`src/rtl/rmsu_pkg.sv`:
```
package rmsu_pkg;

    typedef enum logic [2:0] {
        OP_ROTAND_IMM = 3'd0,
        OP_ROTAND_REG = 3'd1,
        OP_ROTINS_IMM = 3'd2,
        OP_SHL_REG    = 3'd3,
        OP_SHR_REG    = 3'd4,
        OP_SRA_IMM    = 3'd5,
        OP_SRA_REG    = 3'd6,
        OP_RESERVED   = 3'd7
    } rmsu_op_e;

    // policy for result bits outside the mask window
    typedef enum logic [1:0] {
        FILL_ZERO = 2'd0,
        FILL_OLD  = 2'd1,
        FILL_SIGN = 2'd2
    } rmsu_fill_e;

endpackage

```
`src/rtl/rmsu_rotator.sv`:
```
module rmsu_rotator #(
    parameter int WIDTH = 32,
    localparam int AW = $clog2(WIDTH)
) (
    input  logic [WIDTH-1:0] data_i,
    input  logic [AW-1:0]    amt_i,
    output logic [WIDTH-1:0] data_o
);

    // one stage per amount bit; stage k rotates left by 2**k
    logic [WIDTH-1:0] stg [AW+1];

    assign stg[0] = data_i;

    for (genvar k = 0; k < AW; k++) begin : g_stage
        localparam int SH = 1 << k;
        assign stg[k+1] = amt_i[k] ? {stg[k][WIDTH-1-SH:0], stg[k][WIDTH-1:WIDTH-SH]}
                                   : stg[k];
    end

    assign data_o = stg[AW];

endmodule

```
`src/rtl/rmsu_maskgen.sv`:
```
module rmsu_maskgen #(
    parameter int WIDTH = 32,
    localparam int AW = $clog2(WIDTH)
) (
    input  logic [AW-1:0]    begin_i,
    input  logic [AW-1:0]    end_i,
    input  logic             none_i,
    output logic [WIDTH-1:0] mask_o
);

    logic wrap;
    assign wrap = begin_i > end_i;

    // index gi counts from the MSB; vector position is WIDTH-1-gi
    for (genvar gi = 0; gi < WIDTH; gi++) begin : g_bit
        logic at_or_after_begin;
        logic at_or_before_end;
        assign at_or_after_begin = AW'(gi) >= begin_i;
        assign at_or_before_end  = AW'(gi) <= end_i;
        assign mask_o[WIDTH-1-gi] = !none_i &&
            (wrap ? (at_or_after_begin || at_or_before_end)
                  : (at_or_after_begin && at_or_before_end));
    end

endmodule

```
`src/rtl/rmsu_decode.sv`:
```
module rmsu_decode
    import rmsu_pkg::*;
#(
    parameter int WIDTH = 32,
    localparam int AW = $clog2(WIDTH)
) (
    input  rmsu_op_e      op_i,
    input  logic [AW:0]   amt_reg_i,
    input  logic [AW-1:0] amt_imm_i,
    input  logic [AW-1:0] mb_i,
    input  logic [AW-1:0] me_i,
    output logic [AW-1:0] rot_amt_o,
    output logic [AW-1:0] win_begin_o,
    output logic [AW-1:0] win_end_o,
    output logic          win_none_o,
    output rmsu_fill_e    fill_o,
    output logic          carry_en_o
);

    localparam logic [AW-1:0] LAST_IDX = AW'(WIDTH - 1);

    logic [AW-1:0] reg_n;
    logic          reg_big;

    assign reg_n   = amt_reg_i[AW-1:0];
    assign reg_big = amt_reg_i[AW];

    always_comb begin
        rot_amt_o   = '0;
        win_begin_o = '0;
        win_end_o   = LAST_IDX;
        win_none_o  = 1'b0;
        fill_o      = FILL_ZERO;
        carry_en_o  = 1'b0;
        unique case (op_i)
            OP_ROTAND_IMM: begin
                rot_amt_o   = amt_imm_i;
                win_begin_o = mb_i;
                win_end_o   = me_i;
            end
            OP_ROTAND_REG: begin
                rot_amt_o   = reg_n;
                win_begin_o = mb_i;
                win_end_o   = me_i;
            end
            OP_ROTINS_IMM: begin
                rot_amt_o   = amt_imm_i;
                win_begin_o = mb_i;
                win_end_o   = me_i;
                fill_o      = FILL_OLD;
            end
            OP_SHL_REG: begin
                // keep the top WIDTH-n bits of a left rotation
                rot_amt_o   = reg_n;
                win_end_o   = ~reg_n;
                win_none_o  = reg_big;
            end
            OP_SHR_REG: begin
                // rotate left by WIDTH-n, keep MSB-indexed n..WIDTH-1
                rot_amt_o   = ~reg_n + AW'(1);
                win_begin_o = reg_n;
                win_none_o  = reg_big;
            end
            OP_SRA_IMM: begin
                rot_amt_o   = ~amt_imm_i + AW'(1);
                win_begin_o = amt_imm_i;
                fill_o      = FILL_SIGN;
                carry_en_o  = 1'b1;
            end
            OP_SRA_REG: begin
                rot_amt_o   = ~reg_n + AW'(1);
                win_begin_o = reg_n;
                win_none_o  = reg_big;
                fill_o      = FILL_SIGN;
                carry_en_o  = 1'b1;
            end
            OP_RESERVED: begin
                win_none_o  = 1'b1;
            end
        endcase
    end

endmodule

```
`src/rtl/rmsu_merge.sv`:
```
module rmsu_merge
    import rmsu_pkg::*;
#(
    parameter int WIDTH = 32
) (
    input  logic [WIDTH-1:0] rot_i,
    input  logic [WIDTH-1:0] mask_i,
    input  logic [WIDTH-1:0] old_i,
    input  rmsu_fill_e       fill_i,
    input  logic             carry_en_i,
    input  logic             sign_i,
    input  logic             rec_i,
    output logic [WIDTH-1:0] res_o,
    output logic             ca_o,
    output logic             lt_o,
    output logic             gt_o,
    output logic             eq_o
);

    logic [WIDTH-1:0] outside;
    logic             res_neg;
    logic             res_zero;

    always_comb begin
        unique case (fill_i)
            FILL_OLD:  outside = old_i & ~mask_i;
            FILL_SIGN: outside = {WIDTH{sign_i}} & ~mask_i;
            default:   outside = '0;
        endcase
    end

    assign res_o = (rot_i & mask_i) | outside;

    // bits outside the kept window of a right rotation are the ones shifted out
    assign ca_o = carry_en_i && sign_i && |(rot_i & ~mask_i);

    assign res_neg  = res_o[WIDTH-1];
    assign res_zero = res_o == '0;
    assign lt_o     = rec_i && res_neg;
    assign eq_o     = rec_i && res_zero;
    assign gt_o     = rec_i && !res_neg && !res_zero;

endmodule

```
`src/rtl/rmsu_unit.sv`:
```
module rmsu_unit
    import rmsu_pkg::*;
#(
    parameter int WIDTH = 32,
    localparam int AW = $clog2(WIDTH)
) (
    input  logic [WIDTH-1:0] src_i,
    input  logic [WIDTH-1:0] old_i,
    input  logic [WIDTH-1:0] amt_reg_i,
    input  logic [AW-1:0]    amt_imm_i,
    input  logic [AW-1:0]    mb_i,
    input  logic [AW-1:0]    me_i,
    input  logic [2:0]       op_i,
    input  logic             rec_i,
    output logic [WIDTH-1:0] res_o,
    output logic             ca_o,
    output logic             lt_o,
    output logic             gt_o,
    output logic             eq_o
);

    logic [AW-1:0]    rot_amt;
    logic [AW-1:0]    win_begin;
    logic [AW-1:0]    win_end;
    logic             win_none;
    rmsu_fill_e       fill;
    logic             carry_en;
    logic [WIDTH-1:0] rotated;
    logic [WIDTH-1:0] mask;
    logic             unused_amt_hi;

    // only the low AW+1 bits of the register amount matter
    assign unused_amt_hi = ^amt_reg_i[WIDTH-1:AW+1];

    rmsu_decode #(.WIDTH(WIDTH)) u_decode (
        .op_i        (rmsu_op_e'(op_i)),
        .amt_reg_i   (amt_reg_i[AW:0]),
        .amt_imm_i   (amt_imm_i),
        .mb_i        (mb_i),
        .me_i        (me_i),
        .rot_amt_o   (rot_amt),
        .win_begin_o (win_begin),
        .win_end_o   (win_end),
        .win_none_o  (win_none),
        .fill_o      (fill),
        .carry_en_o  (carry_en)
    );

    rmsu_rotator #(.WIDTH(WIDTH)) u_rotator (
        .data_i (src_i),
        .amt_i  (rot_amt),
        .data_o (rotated)
    );

    rmsu_maskgen #(.WIDTH(WIDTH)) u_maskgen (
        .begin_i (win_begin),
        .end_i   (win_end),
        .none_i  (win_none),
        .mask_o  (mask)
    );

    rmsu_merge #(.WIDTH(WIDTH)) u_merge (
        .rot_i      (rotated),
        .mask_i     (mask),
        .old_i      (old_i),
        .fill_i     (fill),
        .carry_en_i (carry_en),
        .sign_i     (src_i[WIDTH-1]),
        .rec_i      (rec_i),
        .res_o      (res_o),
        .ca_o       (ca_o),
        .lt_o       (lt_o),
        .gt_o       (gt_o),
        .eq_o       (eq_o)
    );

endmodule

```
`config.mk`:
```
export PLATFORM = sky130hd
export DESIGN_NAME = rmsu_unit
export DESIGN_NICKNAME = d
export VERILOG_FILES = /design/src/rtl/rmsu_pkg.sv /design/src/rtl/rmsu_rotator.sv /design/src/rtl/rmsu_maskgen.sv /design/src/rtl/rmsu_decode.sv /design/src/rtl/rmsu_merge.sv /design/src/rtl/rmsu_unit.sv
export SDC_FILE = /design/constraint.sdc
export NUM_CORES = 1
export LEC_CHECK = 0
export BUFFER_PORTS_ARGS = -buffer_cell sky130_fd_sc_hd__buf_2
export CAP_MARGIN = 5
export CORE_AREA = 5 5 111 113
export DETAILED_ROUTE_END_ITERATION = 16
export DIE_AREA = 0 0 116 118
export GPL_ROUTABILITY_DRIVEN = 0
export PLACE_DENSITY_LB_ADDON = 0.08
export SYNTH_ARGS = -nofsm -noshare
export SYNTH_HDL_FRONTEND = slang
export SYNTH_SLANG_ARGS = --single-unit
```
`constraint.sdc`:
```
create_clock -name vclk -period 5.48
set_clock_uncertainty 0.15 [all_clocks]
set_input_delay 0 -clock vclk [all_inputs]
set_output_delay 0 -clock vclk [all_outputs]
set_load 0.01 [all_outputs]
```
# Yosys cells after proc, flatten, opt, wreduce, memory -nomap -nowiden
# Index checks and enable logic that the tools add are counted.
[totals] word_cells=242 regBits=0 input_bits=115 output_inout_bits=36
[classes] bitwise_logic=8 mux=44 n_reduce_logical=114 addsub=2 n_eq_ne=9 order_cmp=65
[op_table] operator="$mux 32" count=5
[op_table] operator="$and 32x32->32" count=4
[op_table] operator="$ge 5x5->1 const A" count=16
[op_table] operator="$le 5x5->1 const A" count=16
[op_table] operator="$logic_and 1x1->1" count=70
[op_table] operator="$pmux 32 s2" count=1
[op_table] operator="$ge 4x5->1 const A" count=8
[op_table] operator="$le 4x5->1 const A" count=8
[op_table] operator="$mux 1" count=33
[op_table] operator="$logic_not 32->1" count=1
[op_table] operator="$logic_or 1x1->1" count=32
[op_table] operator="$not 32->32" count=1
[op_table] operator="$or 32x32->32" count=1
[op_table] operator="$reduce_or 32->1" count=1
[op_table] operator="$ge 3x5->1 const A" count=4
[op_table] operator="$le 3x5->1 const A" count=4
[op_table] operator="$pmux 5 s4" count=1
[op_table] operator="$pmux 5 s3" count=1
[op_table] operator="$eq 3x3->1 const B" count=4
[op_table] operator="$add 5x1->5 const B" count=2
[op_table] operator="$ge 1x5->1 const A" count=2
[op_table] operator="$ge 2x5->1 const A" count=2
[op_table] operator="$le 1x5->1 const A" count=2
[op_table] operator="$le 2x5->1 const A" count=2
[op_table] operator="other kinds (13)" count=21

# Depth between registers and ports, before layout
# Gate-level depths: netlist of the first run.
[logic_depth] ltp_word=14 depth_mapped=22

# By module
# From an unflattened synthesis of the first run, not the netlist that was laid out.
[unflattened] hier_cells=559 hier_area_um2=4787.1
[modules_own_cells] mod="rmsu_rotator" area_each_um2=1948.1 cells_per_inst=116 seq_area_each_um2=0.0 instances=1
[modules_own_cells] mod="rmsu_maskgen" area_each_um2=1171.1 cells_per_inst=187 seq_area_each_um2=0.0 instances=1
[modules_own_cells] mod="rmsu_merge" area_each_um2=1122.3 cells_per_inst=178 seq_area_each_um2=0.0 instances=1
[modules_own_cells] mod="rmsu_decode" area_each_um2=545.5 cells_per_inst=78 seq_area_each_um2=0.0 instances=1

# Worst setup path after synthesis of the first run
# OpenSTA, ideal clock, no wires.
[synth_timing] path_kind="input -> output" start="in op_i[2]" end="out eq_o" path_slack_ns=0.912 path_stages=20 arrival_time_ns=4.418 t_required_ns=5.330 path_cell_list="buf_4 > buf_2 > buf_2 > buf_2 > o221ai_2 > clkinv_1 > ha_1 > and4b_1 > a211oi_1 > o21ai_0 > a31o_2 > nand2_1 > clkbuf_1 > clkbuf_1 > a21oi_1 > o21ai_0 > mux2_2 > nor4_1 > nand4_1 > nor3_1"
[synth_via] elab_chain_cells=13
[synth_rtl] item="from (decl)" line_no="rmsu_unit.sv:13" source="input logic [2:0] op_i,"
[synth_rtl] item="$eq 3x1->1 (tied with other cells)" line_no="rmsu_decode.sv:35" source="unique case (op_i)"
[synth_rtl] item="$reduce_or 3->1 (no source line) / $reduce_or 2->1 (equally long branches)"
[synth_rtl] item="$pmux 5 s3 / $pmux 5 s2 (equally long branches)" line_no="rmsu_decode.sv:35"
[synth_rtl] item="$ge 4x5->1 / $le 4x5->1 (equally long branches)" line_no="rmsu_maskgen.sv:18, rmsu_maskgen.sv:19"
[synth_rtl] item="$logic_and 1x1->1 / $logic_or 1x1->1 (equally long branches)" line_no="rmsu_maskgen.sv:22, rmsu_maskgen.sv:21"
[synth_rtl] item="$mux 1" line_no="rmsu_maskgen.sv:21" source="(wrap ? (at_or_after_begin || at_or_before_end)"
[synth_rtl] item="$logic_and 1x1->1" line_no="rmsu_maskgen.sv:20" source="assign mask_o[WIDTH-1-gi] = !none_i &&"
[synth_rtl] item="$not 32->32" line_no="rmsu_merge.sv:26, rmsu_merge.sv:27"
[synth_rtl] item="$and 32x32->32, on equally long branches" line_no="rmsu_merge.sv:27, rmsu_merge.sv:26"
[synth_rtl] item="$pmux 32 s2" line_no="rmsu_merge.sv:25" source="unique case (fill_i)"
[synth_rtl] item="$or 32x32->32 (*)" line_no="rmsu_merge.sv:32" source="assign res_o = (rot_i & mask_i) | outside;"
[synth_rtl] item="named net res_o[21]" line_no="rmsu_unit.sv:15" source="output logic [WIDTH-1:0] res_o,"
[synth_rtl] item="$logic_not 32->1 (*)" line_no="rmsu_merge.sv:38" source="assign res_zero = res_o == '0;"
[synth_rtl] item="$logic_and 1x1->1 (*)" line_no="rmsu_merge.sv:40" source="assign eq_o = rec_i && res_zero;"
[synth_rtl] item="to (decl)" line_no="rmsu_unit.sv:19" source="output logic eq_o"
# Mark *: on every way through the listed nets, which the timed path passes. The rest lies on a longest branch.

# Worst setup path in the final report of the first run
[layout_timing] start="in op_i[0]" end="out ca_o"
[layout_via] elab_chain_cells=11
[layout_rtl] item="$eq 3x1->1 (tied with other cells)" line_no="rmsu_decode.sv:35"
[layout_rtl] item="$reduce_or 3->1 (no source line) / $reduce_or 2->1 (equally long branches)"
[layout_rtl] item="$pmux 5 s3 (tied with other cells)" line_no="rmsu_decode.sv:35"
[layout_rtl] item="$ge 5x5->1 (tied with other cells)" line_no="rmsu_maskgen.sv:18" source="assign at_or_after_begin = AW'(gi) >= begin_i;"
[layout_rtl] item="$logic_and 1x1->1 (tied with other cells)" line_no="rmsu_maskgen.sv:22" source=": (at_or_after_begin && at_or_before_end));"
[layout_rtl] item="$mux 1 / $mux 32 (equally long branches)" line_no="rmsu_maskgen.sv:21, rmsu_rotator.sv:17"
[layout_rtl] item="$logic_and 1x1->1 / $mux 32 (equally long branches)" line_no="rmsu_maskgen.sv:20, rmsu_rotator.sv:17"
[layout_rtl] item="$not 32->32 / $mux 32 (equally long branches)" line_no="rmsu_merge.sv:35, rmsu_rotator.sv:17"
[layout_rtl] item="$and 32x32->32" line_no="rmsu_merge.sv:35" source="assign ca_o = carry_en_i && sign_i && |(rot_i & ~mask_i);"
[layout_rtl] item="$reduce_or 32->1" line_no="rmsu_merge.sv:35"
[layout_rtl] item="$logic_and 1x1->1 (*)" line_no="rmsu_merge.sv:35"
[layout_rtl] item="to (decl)" line_no="rmsu_unit.sv:16" source="output logic ca_o,"
# Mark *: on every way between the ends. The rest lies on a longest branch, timed or not.

==> results of run 1 <==
stage by stage:
stage                     area, um^2  cells
after global placement          5640    949
after global routing            5640    949
final                           5640    949
after detailed placement        5640    949
after CTS                       5640    949
after floorplan                 4910    715
worst min-delay path by stage:
stage	from	endpoint	slack [ps]	depth (start not counted)
finish	rec_i	lt_o	200	4
floorplan	rec_i	lt_o	-40	2
global route	rec_i	lt_o	240	4
global placement	rec_i	lt_o	180	4
CTS	rec_i	lt_o	200	4
detailed placement	rec_i	lt_o	200	4
layout make-up:
cell class / count / share of cell area (%)
Inverter: 11 / 0.732
Multi-Input combinational cell: 643 / 81.2
Tap cell: 143 / 3.17
Timing Repair Buffer: 152 / 14.9
cells in the mapped netlist (17+ instances only):
master / count
clkbuf_1: 42
nor2_1: 64
o211ai_1: 17
mux2_2: 20
o21ai_0: 60
mux2i_1: 41
maj3_1: 24
nand2_1: 49
nand3_1: 20
a21oi_1: 40
o22ai_1: 35
nand2b_1: 47
cell usage in the layout, fill, tap and decap left out, drive strengths merged, types with 7 or more instances in the layout:
master,instances
a21o,10
a21oi,40
a22oi,15
and2,9
buf,152
inv,10
maj3,24
mux2,24
mux2i,42
mux4,12
nand2,49
nand2b,47
nand3,20
nor2,64
nor2b,8
nor3,14
nor4,10
o211ai,18
o21ai,70
o221ai,7
o22ai,37
o311ai,7
o31ai,15
o41ai,8
cells by family after synthesis:
| kind of cell | after synthesis | synth area share, % |
|---|---|---|
| XOR/XNOR | 2 | 0.357 |
| multiplexers | 78 | 20.0 |
| AO/OA/AOI/OAI | 283 | 40.3 |
| AND/OR/NAND/NOR | 250 | 26.0 |
| buffers and inverters | 72 | 6.91 |
| adder cells (fa/ha/maj) | 30 | 6.42 |
power groups by stage:
stage | sequential, uW | combinational [uW] | clock [uW]
finish | 0 | 1100 | 0
global route | 0 | 1170 | 0
detailed placement | 0 | 1060 | 0
floorplan | 0 | 740 | 0
CTS | 0 | 1070 | 0
global placement | 0 | 1050 | 0
critical path: stages:
cell	delay (ps)
buf_2	380
nand2b_1	440
mux2i_2	330
ha_1	270
or2b_1	230
o31a_1	240
nand2_1	170
buf_12	200
mux2i_1	460
mux2i_1	130
mux2_2	330
o221ai_1	320
nor2_1	90
a2111oi_0	510
nand3_1	140
o311a_1	410
buf_2	160
routing by layer:
metal	vias to the layer above	track usage [%]	part of all wire, %
li1	2979	-	-
met1	2975	38.7	42
met2	370	44.1	45
met3	46	3.44	9.2
met4	0	11.0	4.7
met5	-	0	0
==> results.sh, run 1 <==
export IMPL_hpwlAfterDp_um=16600
export IMPL_timing_fmax_mhz=201
export IMPL_grt_pass1_wl_um=31800
export IMPL_via_per_inst=6.71
export IMPL_path_max_fanout=31
export IMPL_total_power_uw=1100
export IMPL_synth_area_um2=4910
export IMPL_drt_first_pass_iters=6
export IMPL_drc=0
export IMPL_drt_wl_total_um=20400
export IMPL_grt_pass1_vias=5915
export IMPL_cts_setup_buffers=0
export IMPL_cts_hold_buf=0
export IMPL_status="completed"
export IMPL_powerDensity_nw_per_um2=194
export IMPL_start_util_pct=43.7
export IMPL_drtIter0Drc=645
export IMPL_track_usage_pct=28.1
export IMPL_setup_violations=0
export IMPL_p_sw_uw=670
export IMPL_sw_frac_of_total_pct=61.1
export IMPL_post_place_ws_ps=574
export IMPL_vias=6370
export IMPL_synth_top_area_share_pct=8.36
export IMPL_tns_ps=0
export IMPL_rsz0062_at_grt="no"
export IMPL_synthToLayoutAreaGrowth_pct=14.8
export IMPL_die_x_um=116
export IMPL_fin_crit_ps=4980
export IMPL_synth_area_leaders="mux2i_1, o21ai_0, nand2b_1"
export IMPL_fin_crit_sh_pct=90.9
export IMPL_rows=39
export IMPL_worst_pin_slew_ps=1050
export IMPL_crit_arrival_ps=4830
export IMPL_utilization_pct=50.2
export IMPL_dieArea_um2=13700
export IMPL_nNetsFinal=929
export IMPL_clock_buffers=0
export IMPL_drive_gt1_share_pct=26.7
export IMPL_drv_cap=0
export IMPL_seq_area_um2=0
export IMPL_p_comb_share_pct=100.0
export IMPL_multi_input_area_um2=4580
export IMPL_slew_violations=0
export IMPL_p_clk_share_pct=0
export IMPL_avgSynthCellArea_um2=6.87
export IMPL_die_h_um=118
export IMPL_coreArea_um2=11200
export IMPL_startpoint_type="input port"
export IMPL_relSlewSlack_pct=29.6
export IMPL_cp_end_kind="primary output"
export IMPL_p_int_uw=427
export IMPL_synth_distinct_cells=77
export IMPL_fillerInstances=1174
export IMPL_whs_ps=204
export IMPL_hold_class="in2out"
export IMPL_antenna_left=0
export IMPL_seq_power_share_pct=0
export IMPL_seq_cell_count=0
export IMPL_crit_required_ps=5330
export IMPL_io_buffers=125
export IMPL_grt_max_degree=46
export IMPL_endpoint="ca_o"
export IMPL_antennaDiodeCount=0
export IMPL_grt_antenna_before_repair=0
export IMPL_p_leak_uw=0.00236
export IMPL_crit_type="in2out"
export IMPL_ctsResizeCount=0
export IMPL_synth_top_cell_by_area="mux2i_1"
export IMPL_overflow=0
export IMPL_finalWorstSetupSlack_ps=498
export IMPL_yosys_warnings=0
export IMPL_max_vdd_ir_drop_v=0.0000980
export IMPL_postSynthNetCount=836
export IMPL_pin_count=151
export IMPL_syn_instance_count=715
export IMPL_yosysSeqAreaShare_pct=0
export IMPL_avgRoutedWirePerCell_um=21.5
export IMPL_hold_viol=0
export IMPL_crit_path_start="op_i[0]"
Note: power is estimated with default switching activity, not from simulation.
==> run 2: changes to the inputs <==
Settings changed: REMOVE_ABC_BUFFERS set to 1.
Clock period 5.48 ns to 4.25 ns, I/O delays scaled along.
==> run 2 against run 1 <==
Net effect: via count barely moved; sequential cell count did not move; final cell count grew 3.2%; die area stayed put; total power rose by 37%; combinational power grew 37%; count of clock-buffer cells in the layout did not move; largest cell class unchanged.
==> results.sh, run 2 (synthesis gave the netlist of run 1 again) <==
export IMPL_status="completed"
export IMPL_path_max_fanout=18
export IMPL_grt_pass1_vias=5875
export IMPL_layout_commonest_cell="buf_2"
export IMPL_whs_ps=184
export IMPL_timing_fmax_mhz=241
export IMPL_min_from="rec_i"
export IMPL_fin_crit_ps=4150
export IMPL_nNetsFinal=959
export IMPL_grt_antenna_before_repair=0
export IMPL_vias=6374
export IMPL_final_cell_mix="buf_2, nor2_1, o21ai_0, buf_4"
export IMPL_fin_crit_sh_pct=97.6
export IMPL_coreArea_um2=11200
export IMPL_crit_type="in2out"
export IMPL_antennaDiodeCount=0
export IMPL_grt_pass1_wl_um=30600
export IMPL_crit_required_ps=4100
export IMPL_setup_violations=0
export IMPL_hold_path_cell_count=4
export IMPL_overflow=0
export IMPL_avgRoutedWirePerCell_um=20.5
export IMPL_slew_violations=0
export IMPL_drc=0
export IMPL_rows=39
export IMPL_die_h_um=118
export IMPL_cts_hold_buf=0
export IMPL_pin_count=151
export IMPL_multi_input_area_um2=4710
export IMPL_drt_wl_total_um=20100
export IMPL_drv_cap=0
export IMPL_hold_viol=0
export IMPL_drtIter0Drc=696
export IMPL_hpwlAfterDp_um=16300
export IMPL_tns_ps=0
export IMPL_antenna_left=0
export IMPL_dieArea_um2=13700
export IMPL_synthToLayoutAreaGrowth_pct=23.1
export IMPL_track_usage_pct=27.3
export IMPL_relSlewSlack_pct=34.7
export IMPL_io_buffers=125
export IMPL_start_util_pct=43.7
export IMPL_hold_end="lt_o"
export IMPL_seq_cell_count=0
export IMPL_startpoint_type="input port"
export IMPL_cp_end_kind="primary output"
export IMPL_p_leak_uw=0.00253
export IMPL_hold_class="in2out"
export IMPL_drive_gt1_share_pct=32.4
export IMPL_utilization_pct=53.9
export IMPL_fillerInstances=1207
export IMPL_worst_pin_slew_ps=972
export IMPL_via_per_inst=6.51
export IMPL_cts_setup_buffers=0
export IMPL_seq_area_um2=0
export IMPL_grt_max_degree=40
export IMPL_max_vdd_ir_drop_v=0.000114
export IMPL_die_x_um=116
export IMPL_crit_arrival_ps=4000
export IMPL_drt_first_pass_iters=5
export IMPL_powerDensity_nw_per_um2=249
export IMPL_clock_buffers=0
-- run 2: changes by cell type in the layout (fill, tap and decap cells not counted), moves of 3 or more --
| cell | delta |
|---|---|
| a211oi_2 | +3 |
| mux2i_1 | -10 |
| a211oi_1 | -3 |
| buf_12 | +3 |
| buf_4 | +25 |
| nand2_2 | +3 |
| o21ai_0 | -4 |
| mux2i_2 | +9 |
| nand2_1 | -3 |
| o21ai_1 | +3 |
-- run 2: area by class of cell --
type | count | area share, %
well taps | 143 | 2.96
multi-input cells | 643 | 77.9
repair buffers | 182 | 18.4
inverters | 11 | 0.683
-- run 2: what timing repair did --
action / 4_1_cts / 5_1_grt
cloned: 0 / 0
resized for setup: 1 / 37
pin swaps: 0 / 4
setup endpoints to repair: 1 / 3
-- run 2: worst max path at each step --
stage                        from  endpoint  slack, ps
after floorplan           op_i[0]      eq_o       -140
after global placement    op_i[0]      gt_o        110
after detailed placement  op_i[0]      ca_o        -40
after CTS                 op_i[2]      ca_o         30
after global routing      op_i[2]      eq_o        -10
final                     op_i[2]      ca_o        100
-- run 2: report_power, final --
part	total [uW]	switching, uW	internal, uW	leakage (uW)
Clock	0	0	0	0
Sequential	0	0	0	0
Combinational	1510	885	620	0.00253
-- run 2: stage by stage --
step	instances	power (uW)	cell area [um^2]	setup slack (ps)
floorplan	654	909	4610	-140
global placement	979	1400	5900	106
detailed placement	979	1420	5900	-35.8
CTS	979	1430	5900	25.8
global route	979	1600	6050	-13.4
finish	979	1510	6050	99.9
-- run 2: worst max-delay path, stage by stage --
cell       delay (ps)
clkbuf_4          180
buf_6             160
nor2b_1           140
o21ai_0           100
o221ai_2          110
clkinv_1          130
ha_1              330
and4b_1           230
a211oi_2           60
o31ai_1           220
a31o_2            200
nand2_2           100
buf_6             190
maj3_1            380
nand2b_1          170
nor3b_1           170
a2111oi_1         450
nand4_1           160
o311a_1           340
buf_2             150
-- run 2: layer usage --
metal,vias to the layer above,track usage (%),wire [um]
met2,327,44.7,9390
met3,37,3.86,1920
met4,0,5.44,522
met1,2976,38.0,8230
met5,-,0,0
li1,3034,-,-
